[config.mk]
export PLATFORM = sky130hd
export DESIGN_NAME = wa_frame_addr
export DESIGN_NICKNAME = d
export VERILOG_FILES = /design/src/rtl/wa_frame_pkg.sv /design/src/rtl/wa_axis.sv /design/src/rtl/wa_dirty.sv /design/src/rtl/wa_frame_addr.sv
export SDC_FILE = /design/constraint.sdc
export NUM_CORES = 1
export LEC_CHECK = 0
export ABC_AREA = 1
export BUFFER_PORTS_ARGS = -buffer_cell sky130_fd_sc_hd__buf_2
export CAP_MARGIN = 0
export CORE_ASPECT_RATIO = 0.9
export CORE_MARGIN = 1.5
export CORE_UTILIZATION = 52
export DETAILED_ROUTE_END_ITERATION = 10
export PLACE_DENSITY = 0.89
export SLEW_MARGIN = 0
export SYNTH_ARGS = -nofsm -noshare
export SYNTH_HDL_FRONTEND = slang
export SYNTH_SLANG_ARGS = --single-unit
[constraint.sdc]
create_clock -name clk -period 2.1 [get_ports clk]
set_input_delay 0.63 -clock clk [delete_from_list [all_inputs] [get_ports clk]]
set_output_delay 0.63 -clock clk [all_outputs]
set_load 0.1 [all_outputs]
[src/rtl/wa_frame_pkg.sv]
package wa_frame_pkg;

    // Per-axis pointer action for one clock
    typedef enum logic [1:0] {
        AX_HOLD = 2'd0,
        AX_INC  = 2'd1,
        AX_WRAP = 2'd2
    } ax_step_e;

    typedef struct packed {
        ax_step_e col;
        ax_step_e row;
    } step_pair_t;

    // Decide both axis actions from the write strobe, the order and the end flags.
    // The primary axis always moves; the secondary one moves only when the
    // primary wraps, and then wraps itself when it sits at its own end.
    function automatic step_pair_t plan_steps(input logic valid,
                                              input logic vert,
                                              input logic col_end_hit,
                                              input logic row_end_hit);
        step_pair_t s;
        s.col = AX_HOLD;
        s.row = AX_HOLD;
        if (valid) begin
            if (vert) begin
                s.row = row_end_hit ? AX_WRAP : AX_INC;
                if (row_end_hit)
                    s.col = col_end_hit ? AX_WRAP : AX_INC;
            end else begin
                s.col = col_end_hit ? AX_WRAP : AX_INC;
                if (col_end_hit)
                    s.row = row_end_hit ? AX_WRAP : AX_INC;
            end
        end
        return s;
    endfunction

endpackage

[src/rtl/wa_axis.sv]
module wa_axis
    import wa_frame_pkg::*;
#(
    parameter int SIZE = 64,
    localparam int W = $clog2(SIZE)
) (
    input  logic         clk,
    input  logic         rst,
    input  logic         load,
    input  logic [W-1:0] ld_lo,
    input  logic [W-1:0] ld_hi,
    input  ax_step_e     step,
    output logic [W-1:0] cur,
    output logic         at_end
);
    logic [W-1:0] lo_q, hi_q;
    logic [W-1:0] lo_fold, hi_fold;

    // Fold out-of-range codes back into the axis (no-op for power-of-two sizes)
    assign lo_fold = W'(32'(ld_lo) % SIZE);
    assign hi_fold = W'(32'(ld_hi) % SIZE);

    // Passing the end means cur + 1 > hi, i.e. cur >= hi
    assign at_end = (cur >= hi_q);

    always_ff @(posedge clk) begin
        if (rst) begin
            lo_q <= '0;
            hi_q <= W'(SIZE - 1);
            cur  <= '0;
        end else if (load) begin
            lo_q <= lo_fold;
            hi_q <= hi_fold;
            cur  <= lo_fold;
        end else begin
            unique case (step)
                AX_INC:  cur <= cur + W'(1);
                AX_WRAP: cur <= lo_q;
                default: cur <= cur;
            endcase
        end
    end
endmodule

[src/rtl/wa_dirty.sv]
module wa_dirty (
    input  logic clk,
    input  logic rst,
    input  logic set,
    input  logic clr,
    output logic flag
);
    // A write in the same cycle as a clear wins
    always_ff @(posedge clk) begin
        if (rst)
            flag <= 1'b0;
        else if (set)
            flag <= 1'b1;
        else if (clr)
            flag <= 1'b0;
    end
endmodule

[src/rtl/wa_frame_addr.sv]
module wa_frame_addr
    import wa_frame_pkg::*;
#(
    parameter int COLS = 64,
    parameter int ROWS = 80,
    parameter int DW   = 8,
    localparam int CW  = $clog2(COLS),
    localparam int RW  = $clog2(ROWS),
    localparam int AW  = $clog2(COLS * ROWS)
) (
    input  logic          clk,
    input  logic          rst,
    input  logic [CW-1:0] col_lo,
    input  logic [CW-1:0] col_hi,
    input  logic          col_load,
    input  logic [RW-1:0] row_lo,
    input  logic [RW-1:0] row_hi,
    input  logic          row_load,
    input  logic          vertical,
    input  logic          data_valid,
    input  logic [DW-1:0] data_in,
    input  logic          redraw_clr,
    output logic          wr_en,
    output logic [AW-1:0] wr_addr,
    output logic [DW-1:0] wr_data,
    output logic [CW-1:0] cur_col,
    output logic [RW-1:0] cur_row,
    output logic          redraw
);
    logic       col_at_end, row_at_end;
    step_pair_t steps;

    assign steps = plan_steps(data_valid, vertical, col_at_end, row_at_end);

    wa_axis #(.SIZE(COLS)) u_col (
        .clk    (clk),
        .rst    (rst),
        .load   (col_load),
        .ld_lo  (col_lo),
        .ld_hi  (col_hi),
        .step   (steps.col),
        .cur    (cur_col),
        .at_end (col_at_end)
    );

    wa_axis #(.SIZE(ROWS)) u_row (
        .clk    (clk),
        .rst    (rst),
        .load   (row_load),
        .ld_lo  (row_lo),
        .ld_hi  (row_hi),
        .step   (steps.row),
        .cur    (cur_row),
        .at_end (row_at_end)
    );

    wa_dirty u_dirty (
        .clk  (clk),
        .rst  (rst),
        .set  (data_valid),
        .clr  (redraw_clr),
        .flag (redraw)
    );

    // Write leaves in the strobe cycle, addressed by the pre-advance pointers
    assign wr_en   = data_valid;
    assign wr_data = data_in;
    assign wr_addr = AW'(cur_row) * AW'(COLS) + AW'(cur_col);
endmodule

* Word level (Yosys, flattened, before mapping)
Index checks and enable logic that the tools add are counted.
** Word-level totals
- Bits in registers :: 40
- Output and inout bits :: 36
- Logic and storage cells :: 33
** Operators by class
- $add $sub $neg :: 3
- Divide/modulo/power cells :: 2
- Order comparisons :: 2
- Equality and inequality tests :: 4
- Multiplexer cells :: 12
- Reduce and logical (&&, ||, !) cells :: 3
** Operators by type and width (count)
- modulo 7 x 7 -> 32 bit, second input constant :: 2
- case mux 7 bit (2 select lines) :: 1
- adder 13 x 6 -> 13 bit :: 1
- case mux 6 bit (2 select lines) :: 1
- 2-to-1 mux 2 bit :: 4
- 2-to-1 mux 4 bit :: 2
- adder 7 x 1 -> 7 bit, second input constant :: 1
- greater-or-equal comparator 7 bit :: 1
- 2-to-1 mux 7 bit :: 1
- adder 6 x 1 -> 6 bit, second input constant :: 1
- greater-or-equal comparator 6 bit :: 1
- 2-to-1 mux 6 bit :: 1
- nonzero test 3 bit :: 2
- == test 2 x 1 -> 1 bit, second input constant :: 2
- == test 2 bit, second input constant :: 2
- 2-to-1 mux 1 bit :: 2
- nonzero test 2 bit :: 1

* Longest topological paths before layout
- Depth after elaboration :: 8
- Depth in mapped cells :: 15

* Hierarchy
Synthesis repeated with hierarchy kept, for this count alone.
** Second synthesis, totals
- Cells, all modules :: 365
- Area total of the unflattened synthesis :: 2595.0 µm²
** By module, submodules not included
- wa_axis at u_row :: instances 1, cells each 185, area an instance 1307.5 µm², seq. area each 420.4 µm²
- wa_axis at u_col :: instances 1, cells each 140, area an instance 1033.5 µm², seq. area each 360.3 µm²
- wa_frame_addr :: instances 1, cells each 35, area an instance 214.0 µm², seq. area each 0.0 µm²
- wa_dirty :: instances 1, cells each 5, area an instance 40.0 µm², seq. area each 20.0 µm²

* Least setup slack after synthesis
No wires, ideal clock.
- Path type :: reg2reg
- From :: reg u_row.cur[2]
- To :: reg u_col.cur[2]
- Setup time :: 0.118 ns
- Arrival time :: 2.278 ns
- Path slack :: -0.296 ns
- Cell stages (with the launch flop) :: 10
- Path buffers :: 0
- Path through :: dfxtp_1 -> ha_1 -> nand2_1 -> nand2_1 -> o21ai_4 -> nand4_4 -> nand2_4 -> nand2_4 -> o21ai_1 -> nor2_1
** Between the ends
- Word-level cells in the longest chain between the ends :: 7
- Elaborated cells on any way between the ends :: 9
- Those cells by class :: order compare: 1; eq/ne: 2; mux: 5; reduce/logical: 1
** RTL lines
- from (decl) :: RTL line wa_axis.sv:13 : output logic [W-1:0] cur,
- from (signal assigned) :: RTL line wa_axis.sv:34 : cur <= lo_fold;
- from (signal assigned) :: RTL line wa_axis.sv:37 : AX_INC: cur <= cur + W'(1);
- from (signal assigned) :: RTL line wa_axis.sv:38 : AX_WRAP: cur <= lo_q;
- greater-or-equal comparator 7 bit (*) :: RTL line wa_axis.sv:24 : assign at_end = (cur >= hi_q);
- 2-to-1 mux 2 bit (*) :: RTL line wa_frame_pkg.sv:28 : if (row_end_hit)
- 2-to-1 mux 4 bit (*) :: RTL line wa_frame_pkg.sv:26 : if (vert) begin
- 2-to-1 mux 4 bit (*) :: RTL line wa_frame_pkg.sv:25 : if (valid) begin
- == test 2 bit / == test 2 x 1 -> 1 bit (equally long branches) :: RTL line wa_axis.sv:36 : unique case (step)
- case mux 6 bit (2 select lines) :: RTL line wa_axis.sv:36
- 2-to-1 mux 6 bit :: RTL line wa_axis.sv:31 : end else if (load) begin
- to (signal assigned) :: RTL line wa_axis.sv:34
- to (signal assigned) :: RTL line wa_axis.sv:37
- to (signal assigned) :: RTL line wa_axis.sv:38
- to (decl) :: RTL line wa_axis.sv:13
Mark *: on every way between the ends. The rest lies on a longest branch, timed or not.
A chain may end at the register's enable or synchronous reset.

* Worst setup path after layout
- From :: reg u_row.cur[5]
- To :: reg u_col.cur[2]
Same word-level chain as after synthesis.

==> impl_metrics.py <==
metrics = {
    "worst_setup_path": {
        "crit_chain": "ha_1 > nand2_2 > inv_2 > a21oi_4 > nand4_4 > nand2_4 > nand2_4 > o21ai_1 > nor2_1",
        "criticalPathCategory": "reg2reg",
        "rr_startpoint": "u_row.cur[5]",
        "worstPathMaxFanout": 7,
        "crit_required_ps": 2290,
        "start_kind": "flop",
        "timing.reg2reg.setup_slack_ps": 270,
        "end_kind": "flop",
        "worstPathArrival_ps": 2020,
        "worstReg2RegEnd": "u_col.cur[2]",
        "cp_slowest_stage_delay_ps": 360,
        "cp_common_cell": "nand2_4",
        "slowest_stage": "dfxtp_2",
        "r2r_cells": 9,
    },
    "detailed_routing": {
        "drc": 0,
        "vias": 2419,
        "met2WireLength_um": 2680,
        "wl_per_cell_um": 12.1,
        "met3WireLength_um": 365,
        "drt_first_pass_iters": 4,
        "viasPerCell": 5.10,
        "drt-initial-drc-count": 134,
        "wl_um": 5720,
        "wl_met1_um": 2600,
        "highest_layer": "met4",
        "ant_nets": 0,
    },
    "clock_tree": {
        "postCtsHoldBufs": 0,
        "cts_max_path_buffers": 2,
        "path_clk_slew_ps": 80,
        "cts-buffers-inserted": 5,
        "clock-root-buffer": "clkbuf_8",
        "clkSinkCount": 40,
        "cts_tree": "yes",
        "clk_latency_ps": 290,
        "ctsResizeCount": 0,
        "ctsHtreeMaxLevel": 2,
        "cts_setup_buffers": 0,
    },
    "timing": {
        "finalCritPeriodShare_pct": 87.2,
        "rsz0062_at_grt": "false",
        "worst_pin_slew_ps": 487,
        "tns_ps": 0,
        "fmax_mhz": 546,
        "finalClockSkew_ps": 7.71,
        "fin_crit_ps": 1830,
        "hold_viol_final": 0,
        "timing.slew.headroom_pct": 67.7,
        "setup-violations-final": 0,
        "slew_violations": 0,
    },
    "die": {
        "die-width_um": 77.3,
        "start_util_pct": 53.8,
        "num_io_pins": 77,
        "die_area_sq_um": 5400,
        "fp-row-count": 24,
        "core_sq_um": 4800,
        "die_h_um": 69.9,
    },
    "synthesis": {
        "yosysWarnings": 0,
        "async_flop_share_pct": 0,
        "ys.flop_type": "dfxtp_1",
        "netlist_instances": 369,
        "ys_seq_area_share_pct": 31.0,
        "syn-mean-instance-area_sq_um": 7.00,
        "synth_edf_count": 0,
        "ys_ff_latch": 40,
        "syn_nets": 427,
        "synth_cell_types": 33,
        "synthesis.area_sq_um": 2580,
    },
    "cells_and_area": {
        "layout.nets": 466,
        "syn2layout_area_growth_pct": 12.4,
        "layout_common_cells": "84 x nand2_1, 59 x buf_2, 50 x inv_1, 38 x a21oi_1, 27 x dfxtp_1",
        "utilization_pct": 60.4,
        "antenna_cells": 0,
        "mostFrequentLayoutCell": "nand2_1",
        "final_layout_size_suffix_gt1_share_pct": 25.4,
    },
    "hold_path": {
        "worstHoldStart": "u_col.lo_q[1]",
        "holdPathStages": 2,
        "hold_end": "u_col.lo_q[1]",
        "hp-class": "reg2reg",
    },
    "global_routing": {
        "overflow": 0,
        "grt_pass1_wl_um": 9600,
        "gr-usage-all-layers_pct": 21.7,
        "grt_max_degree": 19,
        "antenna_found_initial": 0,
        "grt_pass1_vias": 2245,
    },
    "placed_design": {
        "place_congestion": 0.839,
        "numPortBuffers": 60,
        "dp_hpwl_um": 4220,
    },
    "pwr": {
        "cellPowerDensity_nw_per_um2": 764,
        "p_leak_nw": 1.55,
        "peakVddDrop_uv": 270,
    },
    "job": {
        "maxCapViolCount": 0,
    },
    "status": {
        "status": "completed",
    },
}
-- state kept, by name, summed over array words and instances (netlist names) --
| signal | count |
|---|---|
| u_col.cur | 6 |
| u_col.hi_q | 6 |
| u_col.lo_q | 6 |
| u_dirty.flag | 1 |
| u_row.cur | 7 |
| u_row.hi_q | 7 |
| u_row.lo_q | 7 |
-- cells in the mapped netlist, types with 7 or more instances --
library cell	number	area, sq um
o21ai_1	7	35.0
nand3_1	20	100
nand2_1	84	315
ha_1	17	213
inv_1	50	188
nand3b_1	7	52.6
nor2_1	19	71.3
buf_4	24	180
dfxtp_1	40	801
a21oi_1	38	190
o21ai_0	20	100
-- power by group --
part           leakage (nW)  total (mW)  switching [mW]  internal [mW]
logic                  1.17       0.804           0.618          0.186
registers             0.336       0.876          0.0550          0.821
clock network        0.0445       0.538           0.271          0.267
total                  1.55        2.22           0.944           1.27
-- stage by stage --
stage | power, mW | cells | instance area, sq um | hold WS [ps] | worst slack [ps]
detailed placement | 1.69 | 466 | 2810 | 452 | 152
finish | 2.22 | 474 | 2900 | 463 | 270
global route | 2.32 | 474 | 2900 | 491 | 89.2
CTS | 2.23 | 474 | 2900 | 466 | 259
floorplan | 1.64 | 369 | 2600 | 433 | 74.6
global placement | 1.67 | 466 | 2810 | 443 | 295
-- metal layers --
layer	vias up	GRT usage (%)
met2	90	35.8
met5	-	0
met3	8	4.05
met4	0	7.88
li1	1245	-
met1	1076	28.2
-- area by class of cell --
cell class	count	area, sq um
Clock inverter	1	7.51
Multi-Input combinational cell	242	1360
Sequential cell	40	817
Timing Repair Buffer	65	353
Tap cell	65	81.3
Clock buffer	7	86.3
Fill cell	451	1900
Inverter	54	203
-- critical path: cells and delay by family, from the launching register on --
kind	cells	cell delay, ps
and+or+nand+nor	5	630
DFF	1	360
AOI/OAI and AO/OA	2	360
buffers and inverters	1	60
adders and majority gates	1	310
-- worst max path at each step --
stage | end | cells past startpoint | start | slack, ps
2_1_floorplan | u_row.cur[5] | 15 | u_col.cur[0] | 70
3_3_place_gp | u_row.cur[4] | 10 | row_lo[5] | 290
3_5_place_dp | u_row.cur[5] | 10 | row_lo[5] | 150
4_1_cts | u_col.cur[2] | 9 | u_row.cur[4] | 260
5_1_grt | u_row.cur[5] | 15 | u_col.cur[0] | 90
6_report | u_col.cur[2] | 9 | u_row.cur[5] | 270
-- kinds of logic (layout without fill, tap and decap cells) --
family | count (synthesis) | after routing | share of synthesized area, %
compound gates | 74 | 74 | 16.0
flops | 40 | 40 | 31.0
simple gates | 149 | 149 | 27.6
buf+inv | 87 | 127 | 16.5
xor+xnor | 2 | 2 | 0.678
fa+ha+maj | 17 | 17 | 8.23
Power figures use the tool's default switching activity.
